==> src/rtl/mbus_pkg.sv <==
package mbus_pkg;
  localparam int ADDR_W = 11;
  localparam int DATA_W = 8;

  typedef enum logic [1:0] {ST_IDLE, ST_WAIT, ST_ACK} cyc_state_t;

  // next burst location, wrapping at the top of the address space
  function automatic logic [ADDR_W-1:0] addr_step(input logic [ADDR_W-1:0] a);
    return a + {{(ADDR_W-1){1'b0}}, 1'b1};
  endfunction

  // array slot selected by a bus address
  function automatic int unsigned slot_of(input logic [ADDR_W-1:0] a, input int unsigned depth);
    return int'(a) % depth;
  endfunction
endpackage

==> src/rtl/mbus_sync.sv <==
module mbus_sync #(
  parameter int          W       = 1,
  parameter logic [W-1:0] RST_VAL = '1
) (
  input  logic         clk,
  input  logic         rst_n,
  input  logic [W-1:0] d,
  output logic [W-1:0] q
);
  logic [W-1:0] meta;

  always_ff @(posedge clk or negedge rst_n) begin
    if (!rst_n) begin
      meta <= RST_VAL;
      q    <= RST_VAL;
    end else begin
      meta <= d;
      q    <= meta;
    end
  end
endmodule

==> src/rtl/mbus_cycle_fsm.sv <==
module mbus_cycle_fsm
  import mbus_pkg::*;
(
  input  logic              clk,
  input  logic              rst_n,
  input  logic              as_s,
  input  logic              cs_s,
  input  logic              ds_s,
  input  logic              rw_s,
  input  logic [ADDR_W-1:0] addr,
  output logic [ADDR_W-1:0] ptr,
  output logic              ds_fall,
  output logic              burst_on,
  output logic              ptr_step,
  output logic              wr_en,
  output logic              rd_drive,
  output logic              ack_on
);
  cyc_state_t state;
  logic as_prev, ds_prev, rw_q;
  logic as_rise, as_fall, kill, bus_evt;

  assign as_rise  = as_s & ~as_prev;
  assign as_fall  = ~as_s & as_prev;
  assign ds_fall  = ~ds_s & ds_prev;
  assign kill     = cs_s | as_fall;
  assign bus_evt  = kill | as_rise;
  assign wr_en    = (state == ST_WAIT) & ~ds_s & ~rw_q & ~bus_evt;
  assign ptr_step = (state == ST_ACK) & ds_s & ~bus_evt;
  assign rd_drive = rw_q & (state != ST_IDLE);
  assign ack_on   = (state == ST_ACK);

  always_ff @(posedge clk or negedge rst_n) begin
    if (!rst_n) begin
      state    <= ST_IDLE;
      as_prev  <= 1'b1;
      ds_prev  <= 1'b1;
      rw_q     <= 1'b1;
      burst_on <= 1'b0;
      ptr      <= '0;
    end else begin
      as_prev <= as_s;
      ds_prev <= ds_s;
      if (kill) begin
        burst_on <= 1'b0;
        state    <= ST_IDLE;
      end else if (as_rise) begin
        burst_on <= 1'b1;
        ptr      <= addr;
        state    <= ST_IDLE;
      end else begin
        unique case (state)
          ST_IDLE: if (ds_fall && burst_on) begin
            state <= ST_WAIT;
            rw_q  <= rw_s;
          end
          ST_WAIT: state <= ds_s ? ST_IDLE : ST_ACK;
          ST_ACK: if (ds_s) begin
            state <= ST_IDLE;
            ptr   <= addr_step(ptr);
          end
          default: state <= ST_IDLE;
        endcase
      end
    end
  end
endmodule

==> src/rtl/mbus_regs.sv <==
module mbus_regs
  import mbus_pkg::*;
#(
  parameter int DEPTH = 32
) (
  input  logic              clk,
  input  logic              rst_n,
  input  logic              wr_en,
  input  logic [ADDR_W-1:0] ptr,
  input  logic [DATA_W-1:0] wdata,
  output logic [DATA_W-1:0] rdata
);
  localparam int IDX_W = (DEPTH > 1) ? $clog2(DEPTH) : 1;

  logic [DATA_W-1:0] mem [DEPTH];
  logic [IDX_W-1:0]  idx;

  assign idx   = IDX_W'(slot_of(ptr, DEPTH));
  assign rdata = mem[idx];

  always_ff @(posedge clk or negedge rst_n) begin
    if (!rst_n) begin
      for (int i = 0; i < DEPTH; i++) mem[i] <= '0;
    end else if (wr_en) begin
      mem[idx] <= wdata;
    end
  end
endmodule

==> src/rtl/mbus_burst_slave.sv <==
module mbus_burst_slave
  import mbus_pkg::*;
#(
  parameter int DEPTH = 32
) (
  input  logic              clk,
  input  logic              rst_n,
  input  logic              as_n,
  input  logic              cs_n,
  input  logic              rw,
  input  logic              ds_n,
  input  logic [ADDR_W-1:0] addr,
  input  logic [DATA_W-1:0] data_i,
  output logic [DATA_W-1:0] data_o,
  output logic              data_oe,
  output logic              dtack_n
);
  logic [3:0]        ctl_s;
  logic              as_s, cs_s, ds_s, rw_s;
  logic [ADDR_W-1:0] ptr;
  logic              ds_fall, burst_on, ptr_step, wr_en, rd_drive, ack_on;
  logic [DATA_W-1:0] rdata;

  mbus_sync #(.W(4), .RST_VAL(4'b1111)) u_sync (
    .clk(clk), .rst_n(rst_n),
    .d({as_n, cs_n, ds_n, rw}),
    .q(ctl_s)
  );
  assign {as_s, cs_s, ds_s, rw_s} = ctl_s;

  mbus_cycle_fsm u_fsm (
    .clk(clk), .rst_n(rst_n),
    .as_s(as_s), .cs_s(cs_s), .ds_s(ds_s), .rw_s(rw_s), .addr(addr),
    .ptr(ptr), .ds_fall(ds_fall), .burst_on(burst_on), .ptr_step(ptr_step),
    .wr_en(wr_en), .rd_drive(rd_drive), .ack_on(ack_on)
  );

  mbus_regs #(.DEPTH(DEPTH)) u_regs (
    .clk(clk), .rst_n(rst_n), .wr_en(wr_en), .ptr(ptr),
    .wdata(data_i), .rdata(rdata)
  );

  assign data_o  = rd_drive ? rdata : '0;
  assign data_oe = rd_drive;
  assign dtack_n = ~ack_on;
endmodule

==> config.mk <==
export PLATFORM = sky130hd
export DESIGN_NAME = mbus_burst_slave
export DESIGN_NICKNAME = d
export VERILOG_FILES = /design/src/rtl/mbus_pkg.sv /design/src/rtl/mbus_sync.sv /design/src/rtl/mbus_cycle_fsm.sv /design/src/rtl/mbus_regs.sv /design/src/rtl/mbus_burst_slave.sv
export SDC_FILE = /design/constraint.sdc
export NUM_CORES = 1
export LEC_CHECK = 0
export ABC_AREA = 1
export BUFFER_PORTS_ARGS = -buffer_cell sky130_fd_sc_hd__buf_2
export CAP_MARGIN = 20
export CORE_MARGIN = 2
export CORE_UTILIZATION = 55
export CTS_BUF_LIST = sky130_fd_sc_hd__clkbuf_8 sky130_fd_sc_hd__clkbuf_16
export CTS_CLUSTER_DIAMETER = 40
export DETAILED_ROUTE_END_ITERATION = 10
export PLACE_DENSITY_LB_ADDON = 0.15
export SETUP_SLACK_MARGIN = 0.15
export SLEW_MARGIN = 20
export SYNTH_ARGS = -nofsm -noshare
export SYNTH_HDL_FRONTEND = slang
export SYNTH_HIERARCHICAL = 1
export SYNTH_SLANG_ARGS = --single-unit
export TNS_END_PERCENT = 1
==> constraint.sdc <==
create_clock -name clk -period 3.3 [get_ports clk]
set_input_delay 0.495 -clock clk [delete_from_list [all_inputs] [get_ports clk]]
set_output_delay 0.495 -clock clk [all_outputs]
set_load 0.02 [all_outputs]
**Word-level counts from Yosys, hierarchy flattened**

Cells that the tools add are included.

- Flip-flop bits (word level): 281
- Output and inout port bits: 10
- Word-level logic and storage cells: 93

- Bitwise logic cells: 18
- Reductions and logical operators: 10
- Eq/ne operators: 4
- Magnitude comparators: 2
- Add/subtract/negate cells: 1
- Muxes and demuxes: 18

Operators by type and width:

| operator | number |
|---|---|
| $bwmux 256 | 1 |
| $bmux 8 s5 | 1 |
| $demux 8 s5 | 1 |
| $mux 11 | 3 |
| $mux 8 | 4 |
| $add 11x1->11 const B | 1 |
| $mux 2 | 5 |
| $ne 4x1->1 const B | 2 |
| $not 1->1 | 8 |
| $reduce_bool 2->1 | 4 |
| $and 1x1->1 | 7 |
| $ge 6x6->1 const B | 1 |
| $lt 6x1->1 const B | 1 |
| $not 5->6 | 1 |
| $pmux 2 s3 | 1 |
| $reduce_and 4->1 | 1 |
| $reduce_and 3->1 | 1 |
| $eq 2x1->1 const B | 1 |
| $eq 2x2->1 const B | 1 |
| $logic_and 1x1->1 | 2 |
| $logic_not 2->1 | 1 |
| $mux 1 | 2 |
| $or 1x1->1 | 2 |
| $reduce_and 2->1 | 1 |

**Logic depth before layout (Yosys ltp)**

Gate-level depths: netlist (run 1).

- Depth in word-level cells: 7
- Gate-level depth with buffers: 15
- Gate-level depth less buffers: 11

**Hierarchy**

Netlist (run 1), hierarchy kept.

Modules (own cells, without submodules):

| module | instances | area an instance (um2) | seq. area each (um2) | cells an instance |
|---|---|---|---|---|
| mbus_regs | 1 | 12,376.9 | 6,406.1 | 1,633 |
| mbus_cycle_fsm | 1 | 1,077.3 | 429.2 | 156 |
| mbus_sync | 1 | 210.2 | 210.2 | 8 |
| mbus_burst_slave | 1 | 68.8 | 0.0 | 18 |

**Least setup slack after synthesis (run 1)**

OpenSTA, ideal clock, no wires.

- Kind: register to register
- Start point: register u_fsm.as_prev
- End point: register u_regs/mem[254] (netlist name)
- Setup slack: 0.804 ns
- Cell stages (with the launch flop): 12
- Arrival time: 2.366 ns
- Period minus slack after synthesis: 2.496 ns
- Cell sequence: dfstp_2 > inv_1 > nand2_4 > inv_2 > nor2_1 > nand2_1 > nor3_1 > nor3b_4 > nand2_4 > buf_6 > nand2_1 > o21ai_2

- Cells in the longest elaborated chain, start to end: 5
- Elaborated cells on any way between the ends: 7
- Classes of those cells: bitwise (7)

Ends and longest elaborated chain:

| what | RTL line | text |
|---|---|---|
| from (decl) | mbus_cycle_fsm.sv:20 | `logic as_prev, ds_prev, rw_q;` |
| from (signal assigned) | mbus_cycle_fsm.sv:42 | `as_prev <= as_s;` |
| $and 1x1->1 / $not 1->1 (equally long branches) | mbus_cycle_fsm.sv:24, mbus_cycle_fsm.sv:23 |  |
| $or 1x1->1 / $and 1x1->1 (equally long branches) | mbus_cycle_fsm.sv:26, mbus_cycle_fsm.sv:23 |  |
| $or 1x1->1 (*) | mbus_cycle_fsm.sv:27 | `assign bus_evt = kill \| as_rise;` |
| $not 1->1 (*) | mbus_cycle_fsm.sv:28 | `assign wr_en = (state == ST_WAIT) & ~ds_s & ~rw_q & ~bus_evt;` |
| $and 1x1->1 (*) | mbus_cycle_fsm.sv:28 |  |
| net wr_en | mbus_burst_slave.sv:21 | `logic ds_fall, burst_on, ptr_step, wr_en, rd_drive, ack_on;` |
| to (signal, indexed assignment) | mbus_regs.sv:25 | `mem[idx] <= wdata;` |
| to (decl) | mbus_regs.sv:15 | `logic [DATA_W-1:0] mem [DEPTH];` |

Mark *: on every way through the listed nets, which the timed path passes. The rest lies on a longest branch.
A chain may end at the register's enable or synchronous reset.

**Worst setup path in the final report (run 1)**

- Start point: register u_fsm.ptr[0]
- End point: output data_o[1]

- Cells in the longest elaborated chain, start to end: 5

Ends and longest elaborated chain:

| what | RTL line | text |
|---|---|---|
| from (decl) | mbus_cycle_fsm.sv:11 | `output logic [ADDR_W-1:0] ptr,` |
| from (signal assigned) | mbus_cycle_fsm.sv:49 | `ptr <= addr;` |
| from (signal assigned) | mbus_cycle_fsm.sv:60 | `ptr <= addr_step(ptr);` |
| $not 5->6 (implied by the code) | mbus_regs.sv:19 | `assign rdata = mem[idx];` |
| $bmux 8 s5 | mbus_regs.sv:19 |  |
| $mux 8 (implied by the code) (2 in series) | mbus_regs.sv:19 |  |
| net rdata[1] | mbus_burst_slave.sv:22 | `logic [DATA_W-1:0] rdata;` |
| $mux 8 | mbus_burst_slave.sv:43 | `assign data_o = rd_drive ? rdata : '0;` |
| to (decl) | mbus_burst_slave.sv:14 | `output logic [DATA_W-1:0] data_o,` |

The timed path passes the listed nets, and every way through them passes these cells. The select of a mux whose other input is x is not followed.

==> flow_results.xml, run 1 <==
<?xml version="1.0" encoding="UTF-8"?>
<metrics>
  <group name="sta">
    <metric name="fin_setup_tns" unit="ps">0</metric>
    <metric name="setup_ws" unit="ps">311</metric>
    <metric name="final_number_of_hold_violating_endpoints" unit="">0</metric>
    <metric name="setup_viol_count_final" unit="">0</metric>
    <metric name="final.period_utilization" unit="">0.906</metric>
    <metric name="final_max_slew_viol_count" unit="">0</metric>
    <metric name="worst_slew_margin_rel" unit="">0.433</metric>
    <metric name="post-route-min-period" unit="ps">2990</metric>
    <metric name="fmaxAchievable" unit="MHz">335</metric>
    <metric name="rsz0062_at_grt" unit="">no</metric>
    <metric name="clock-skew-final" unit="ps">12.6</metric>
    <metric name="tightest_slew" unit="ps">850</metric>
  </group>
  <group name="detailed_routing">
    <metric name="route.top_layer_used" unit="">met4</metric>
    <metric name="wirelength" unit="um">32900</metric>
    <metric name="drt_first_iter_violations" unit="">950</metric>
    <metric name="routedWlPerCell" unit="um">15.8</metric>
    <metric name="routedLengthMet1" unit="um">15300</metric>
    <metric name="vias" unit="">10935</metric>
    <metric name="wl_met3" unit="um">1730</metric>
    <metric name="wl_met2" unit="um">15200</metric>
    <metric name="drt_pass1_iterations" unit="">5</metric>
    <metric name="drtAntennaViolNets" unit="">0</metric>
    <metric name="drc" unit="">0</metric>
    <metric name="avgViaCountPerCell" unit="">5.24</metric>
  </group>
  <group name="pwr">
    <metric name="worst_ir_drop_vdd" unit="mV">0.471</metric>
    <metric name="power.combinational.fraction" unit="">0.234</metric>
    <metric name="p_leak" unit="uW">0.00826</metric>
    <metric name="sequentialPowerShare" unit="">0.342</metric>
    <metric name="power_frac_clock" unit="">0.424</metric>
    <metric name="power_report.internal_total" unit="uW">6970</metric>
    <metric name="p_per_area" unit="nW/um^2">678</metric>
    <metric name="total_switching_power" unit="uW">3260</metric>
    <metric name="sw_frac_of_total" unit="">0.318</metric>
  </group>
  <group name="min_path">
    <metric name="hp-class" unit="">in -&gt; async</metric>
  </group>
  <group name="floorplanning">
    <metric name="row_count" unit="">56</metric>
    <metric name="die_height" unit="um">159</metric>
    <metric name="die_area" unit="um^2">25400</metric>
    <metric name="fp.coreArea" unit="um^2">23600</metric>
    <metric name="initial_core_util" unit="">0.563</metric>
    <metric name="floorplan.io_pins" unit="">35</metric>
    <metric name="chipWidth" unit="um">159</metric>
  </group>
  <group name="cells_and_area">
    <metric name="drive_above_1_share" unit="">0.132</metric>
    <metric name="most-common-layout-cells" unit="">nand2_1, dfrtp_1, o21ai_0</metric>
    <metric name="ff_latch_area" unit="um^2">6900</metric>
    <metric name="filler_cell_count" unit="">2110</metric>
    <metric name="diodes_inserted" unit="">0</metric>
    <metric name="leading_cell_type_in_the_layout_fill_and_taps_excluded" unit="">nand2_1</metric>
    <metric name="layout.nets" unit="">1763</metric>
    <metric name="synthToLayoutAreaGrowth" unit="%">13.5</metric>
    <metric name="multi_input_area" unit="um^2">5690</metric>
  </group>
  <group name="global_routing">
    <metric name="grt_start_max_net_pins" unit="">105</metric>
    <metric name="gr-usage-all-layers" unit="">0.264</metric>
    <metric name="grt.overflow.total" unit="">0</metric>
    <metric name="initial_antenna_violation_count" unit="">0</metric>
    <metric name="first_pass_grt_wire_length" unit="um">53900</metric>
    <metric name="vias_in_the_first_global_route" unit="">10222</metric>
  </group>
  <group name="cts">
    <metric name="cts_buffer_count" unit="">39</metric>
    <metric name="cts_post_setup_buffers_inserted" unit="">0</metric>
    <metric name="clkSlewWorstSetupHoldPaths" unit="ps">50</metric>
    <metric name="clock_sink_count" unit="">275</metric>
    <metric name="cts_root_buffer" unit="">clkbuf_16</metric>
    <metric name="tritoncts" unit="">built</metric>
    <metric name="clock_tree.htree_level_count" unit="">2</metric>
    <metric name="clock_insertion_delay_worst_skew" unit="ps">510</metric>
    <metric name="clock_tree.buffer_depth" unit="">3</metric>
  </group>
  <group name="worst_setup_path">
    <metric name="worst-setup-path-type" unit="">reg -&gt; out</metric>
    <metric name="rrSetupSlack" unit="ps">660</metric>
    <metric name="cp-start-kind" unit="">register</metric>
    <metric name="crit_arrival" unit="ps">2490</metric>
    <metric name="critical_path.endpoint_type" unit="">output pin</metric>
    <metric name="critPathMaxFanout" unit="">47</metric>
    <metric name="critPathRequiredTime" unit="ps">2800</metric>
  </group>
  <group name="synth">
    <metric name="synth_nets" unit="">1764</metric>
    <metric name="netlist_instances" unit="">1738</metric>
    <metric name="synth.avg_cell_area" unit="um^2">7.64</metric>
    <metric name="netlist_area" unit="um^2">13300</metric>
    <metric name="yosys_warnings" unit="">6</metric>
  </group>
  <group name="place">
    <metric name="dp.final_hpwl" unit="um">19500</metric>
    <metric name="port_buffers" unit="">28</metric>
    <metric name="globalplace.congestion" unit="">0.828</metric>
    <metric name="pre_cts_slack" unit="ps">709</metric>
  </group>
  <group name="flow_run">
    <metric name="maxCapViolations" unit="">0</metric>
  </group>
  <group name="status">
    <metric name="status" unit="">finished clean</metric>
  </group>
</metrics>
==> worst max-delay path, stage by stage, from the launching register on <==
cell     delay [ps]
dfrtp_4         550
inv_4           160
buf_12          260
nand2_1          90
nand2_1          90
nand2_1          60
nand2_1         110
nand2_1          50
nand2_1         110
nor2_1           80
nand2_1          70
nand2_1          80
inv_1           100
buf_2           160
==> per-stage QoR <==
| step | cells | total power (uW) | instance area (um^2) | hold slack, ps | util |
|---|---|---|---|---|---|
| finish | 2085 | 10200 | 15100 | 13.1 | 0.638 |
| global route | 2085 | 10700 | 15100 | 71.3 | 0.638 |
| CTS | 2085 | 10300 | 15100 | 69.3 | 0.638 |
| detailed placement | 2015 | 5920 | 13700 | 348 | 0.579 |
| global placement | 2015 | 5910 | 13700 | 345 | 0.579 |
| floorplan | 1738 | 5150 | 13300 | 199 | - |
==> flip-flops by register name, summed over array words and instances, names as in the netlist <==
| name | cells |
|---|---|
| u_sync/q | 4 |
| u_fsm/burst_on | 1 |
| u_fsm/ds_prev | 1 |
| u_fsm/as_prev | 1 |
| u_fsm/state | 2 |
| u_fsm/ptr | 5 |
| u_sync/meta | 4 |
| u_fsm/rw_q | 1 |
| u_regs/mem | 256 |
==> power by group through the flow <==
stage	logic (uW)	registers (uW)	clock network [uW]
after floorplan	1600	3540	0
after global placement	2350	3550	0
after detailed placement	2360	3550	0
after CTS	2390	3500	4420
after global routing	2690	3500	4550
final	2390	3500	4340
==> area by class of cell <==
class,count,share of cell area
clock buffers,49,0.0784
clock inverters,21,0.0142
inverters,39,0.0100
multi-input cells,1315,0.377
flip-flops and latches,275,0.458
well taps,319,0.0265
repair buffers,67,0.0357
==> per-layer routing <==
layer,global-route usage,vias up
li1,-,5429
met1,0.385,5187
met2,0.420,261
met3,0.0328,58
met4,0.0748,0
met5,0,-
==> timing repair <==
action / CTS / global route
endpoints found under the setup margin: 0 / 8
hold endpoints to repair: 0 / 0
hold buffers: 0 / 0
gates resized for setup: 0 / 4
==> worst paths after layout <==
| check | end | depth (start not counted) | from |
|---|---|---|---|
| worst min register to register | u_sync/q[0]$_DFF_PN1_ | 0 | u_sync/meta[0]$_DFF_PN1_ |
| worst max register to register | u_regs/mem[46]$_DFFE_PN0P_ | 11 | u_fsm/as_prev$_DFF_PN1_ |
| worst min-delay path | u_regs/mem[242]$_DFFE_PN0P_ | 1 | rst_n |
| worst max-delay path | data_o[1] | 13 | u_fsm/ptr[0]$_DFFE_PN0P_ |
| min in group clk | u_sync/meta[0]$_DFF_PN1_ | 1 | rw |
| max in group asynchronous | u_regs/mem[84]$_DFFE_PN0P_ | 2 | rst_n |
(Power assumes the default switching activity.)
==> run 2, diff against run 1 <==
--- a/config.mk
+++ b/config.mk
@@ -5,7 +5,6 @@
 export SDC_FILE = /design/constraint.sdc
 export NUM_CORES = 1
 export LEC_CHECK = 0
-export ABC_AREA = 1
 export BUFFER_PORTS_ARGS = -buffer_cell sky130_fd_sc_hd__buf_2
 export CAP_MARGIN = 20
 export CORE_MARGIN = 2
==> flow_results.xml, run 2 <==
<?xml version="1.0" encoding="UTF-8"?>
<metrics>
  <group name="cells_and_area">
    <metric name="layout.nets" unit="">997</metric>
    <metric name="most-common-layout-cells" unit="">dfrtp_1, mux2_2, mux2i_1</metric>
    <metric name="regMostFlops" unit="">u_regs/mem</metric>
    <metric name="largest_registers" unit="">u_regs/mem (256), u_fsm/ptr (5)</metric>
    <metric name="synthToLayoutAreaGrowth" unit="%">16.1</metric>
    <metric name="drive_above_1_share" unit="">0.455</metric>
    <metric name="leading_cell_type_in_the_layout_fill_and_taps_excluded" unit="">dfrtp_1</metric>
    <metric name="largest_register_ffs" unit="">256</metric>
    <metric name="diodes_inserted" unit="">0</metric>
    <metric name="filler_cell_count" unit="">1624</metric>
    <metric name="final_area" unit="um^2">14900</metric>
  </group>
  <group name="place">
    <metric name="globalplace.congestion" unit="">0.933</metric>
    <metric name="dp.final_hpwl" unit="um">20100</metric>
    <metric name="placed_inst_area" unit="um^2">13300</metric>
    <metric name="port_buffers" unit="">28</metric>
  </group>
  <group name="worst_setup_path">
    <metric name="cp-start-kind" unit="">register</metric>
    <metric name="worst-setup-path-type" unit="">reg -&gt; out</metric>
    <metric name="critPathMaxFanout" unit="">21</metric>
    <metric name="crit_arrival" unit="ps">2670</metric>
    <metric name="critPathRequiredTime" unit="ps">2800</metric>
    <metric name="critical_path.endpoint_type" unit="">output pin</metric>
  </group>
  <group name="pwr">
    <metric name="p_leak" unit="uW">0.00700</metric>
    <metric name="total_switching_power" unit="uW">2940</metric>
    <metric name="p_per_area" unit="nW/um^2">660</metric>
    <metric name="power.combinational.fraction" unit="">0.224</metric>
    <metric name="sw_frac_of_total" unit="">0.298</metric>
    <metric name="power_report.internal_total" unit="uW">6930</metric>
    <metric name="power_frac_clock" unit="">0.398</metric>
    <metric name="worst_ir_drop_vdd" unit="mV">0.447</metric>
    <metric name="sequentialPowerShare" unit="">0.377</metric>
    <metric name="p_total" unit="uW">9870</metric>
  </group>
  <group name="min_path">
    <metric name="hp-class" unit="">in -&gt; reg</metric>
  </group>
  <group name="cts">
    <metric name="cts_buffer_count" unit="">37</metric>
    <metric name="clkSlewWorstSetupHoldPaths" unit="ps">60</metric>
    <metric name="clock_insertion_delay_worst_skew" unit="ps">520</metric>
    <metric name="cts_root_buffer" unit="">clkbuf_16</metric>
    <metric name="tritoncts" unit="">built</metric>
    <metric name="clock_sink_count" unit="">275</metric>
    <metric name="clock_tree.htree_level_count" unit="">2</metric>
    <metric name="clock_tree.buffer_depth" unit="">3</metric>
  </group>
  <group name="sta">
    <metric name="worst_slew_margin_rel" unit="">0.496</metric>
    <metric name="post-route-min-period" unit="ps">3170</metric>
    <metric name="tightest_slew" unit="ps">756</metric>
    <metric name="rsz0062_at_grt" unit="">yes</metric>
    <metric name="setup_viol_count_final" unit="">0</metric>
    <metric name="fin_setup_tns" unit="ps">0</metric>
    <metric name="final_number_of_hold_violating_endpoints" unit="">0</metric>
    <metric name="final_max_slew_viol_count" unit="">0</metric>
    <metric name="clock-skew-final" unit="ps">28.3</metric>
    <metric name="final.period_utilization" unit="">0.959</metric>
    <metric name="fmaxAchievable" unit="MHz">316</metric>
  </group>
  <group name="detailed_routing">
    <metric name="drt_first_iter_violations" unit="">473</metric>
    <metric name="drt_pass1_iterations" unit="">8</metric>
    <metric name="routedWlPerCell" unit="um">23.5</metric>
    <metric name="vias" unit="">7950</metric>
    <metric name="wirelength" unit="um">30900</metric>
    <metric name="drtAntennaViolNets" unit="">0</metric>
    <metric name="drc" unit="">0</metric>
    <metric name="avgViaCountPerCell" unit="">6.06</metric>
  </group>
  <group name="status">
    <metric name="status" unit="">finished clean</metric>
  </group>
  <group name="floorplanning">
    <metric name="row_count" unit="">55</metric>
    <metric name="die_height" unit="um">157</metric>
    <metric name="fp.coreArea" unit="um^2">22800</metric>
    <metric name="initial_core_util" unit="">0.565</metric>
    <metric name="die_area" unit="um^2">24600</metric>
    <metric name="chipWidth" unit="um">157</metric>
    <metric name="floorplan.io_pins" unit="">35</metric>
  </group>
  <group name="synth">
    <metric name="yosys_warnings" unit="">6</metric>
    <metric name="netlist_instances" unit="">941</metric>
    <metric name="netlist_area" unit="um^2">12900</metric>
    <metric name="synth_nets" unit="">967</metric>
    <metric name="synth.avg_cell_area" unit="um^2">13.7</metric>
  </group>
  <group name="global_routing">
    <metric name="busiest_layer" unit="">met2</metric>
    <metric name="global_route.usage.met2" unit="">0.443</metric>
    <metric name="grt.overflow.total" unit="">0</metric>
    <metric name="initial_antenna_violation_count" unit="">0</metric>
    <metric name="grtUsageMet3" unit="">0.0385</metric>
    <metric name="grt_start_max_net_pins" unit="">73</metric>
    <metric name="globalRouteMet1Util" unit="">0.323</metric>
    <metric name="gr-usage-all-layers" unit="">0.257</metric>
    <metric name="first_pass_grt_wire_length" unit="um">48100</metric>
    <metric name="vias_in_the_first_global_route" unit="">8501</metric>
  </group>
  <group name="flow_run">
    <metric name="maxCapViolations" unit="">0</metric>
  </group>
</metrics>
run 2: cell count changes in the layout (fill, tap and decap cells not counted), moves of 25 or more:
cell and change:
mux2_2 +242, mux2i_1 +128, o21ai_2 -50, inv_1 -29, o22ai_1 +50, o21ai_0 -164
a21oi_1 -25, nor2_1 -54, nand2_1 -928
run 2: metal layers:
| layer | share of wire | vias up |
|---|---|---|
| met1 | 0.42 | 4179 |
| met3 | 0.032 | 69 |
| met5 | 0 | - |
| li1 | - | 3530 |
| met4 | 0.038 | 0 |
| met2 | 0.51 | 172 |
run 2: worst max-delay path, cell delays in order (launching register included):
cell and delay, ps:
dfrtp_4 590, buf_4 200, or4b_4 560, o22ai_1 280, nor4_2 100, nand2_1 120
and2_1 130, buf_2 160
run 2: worst paths after layout:
kind	startpoint	end	slack, ps	cells past startpoint
max	u_fsm/ptr[2]$_DFFE_PN0P_	data_o[5]	130	7
min in group asynchronous	rst_n	u_regs/mem[173]$_DFFE_PN0P_	530	2
min reg2reg	u_sync/meta[1]$_DFF_PN1_	u_sync/q[1]$_DFF_PN1_	350	0
max reg2reg	u_fsm/as_prev$_DFF_PN1_	u_regs/mem[94]$_DFFE_PN0P_	220	7
min	cs_n	u_sync/meta[2]$_DFF_PN1_	80	1
max in group asynchronous	rst_n	u_regs/mem[48]$_DFFE_PN0P_	1860	3
run 2: power groups by stage:
stage          logic [uW]  registers, uW  clock network [uW]
4_1_cts              2130           3710                4000
6_report             2210           3720                3930
3_3_place_gp         1840           3770                   0
3_5_place_dp         1890           3780                   0
2_1_floorplan        1440           3650                   0
5_1_grt              2330           3740                4160
run 2: repair_timing:
item	4_1_cts	5_1_grt
cloned	1	0
endpoints found under the setup margin	8	24
buffers inserted	6	5
hold buffers	1	0
hold endpoints to repair	56	0
pin swaps	0	5
gates resized for setup	31	17
run 2: through the flow:
| step | setup WS [ps] | hold slack, ps | std cells | util |
|---|---|---|---|---|
| after floorplan | 455 | 199 | 941 | - |
| after global placement | 342 | 347 | 1232 | 0.585 |
| after detailed placement | 269 | 348 | 1232 | 0.585 |
| after CTS | 142 | 58.6 | 1306 | 0.650 |
| after global routing | 35.9 | 66.6 | 1311 | 0.656 |
| final | 135 | 76.9 | 1311 | 0.656 |
run 2: area by class of cell:
type | count | area (um^2) | share of cell area
Inverter | 1 | 3.75 | 0.000251
Clock inverter | 23 | 226 | 0.0152
Tap cell | 313 | 392 | 0.0262
Multi-Input combinational cell | 595 | 5860 | 0.392
Timing Repair Buffer | 61 | 538 | 0.0360
Clock buffer | 43 | 1010 | 0.0675
Sequential cell | 275 | 6910 | 0.463
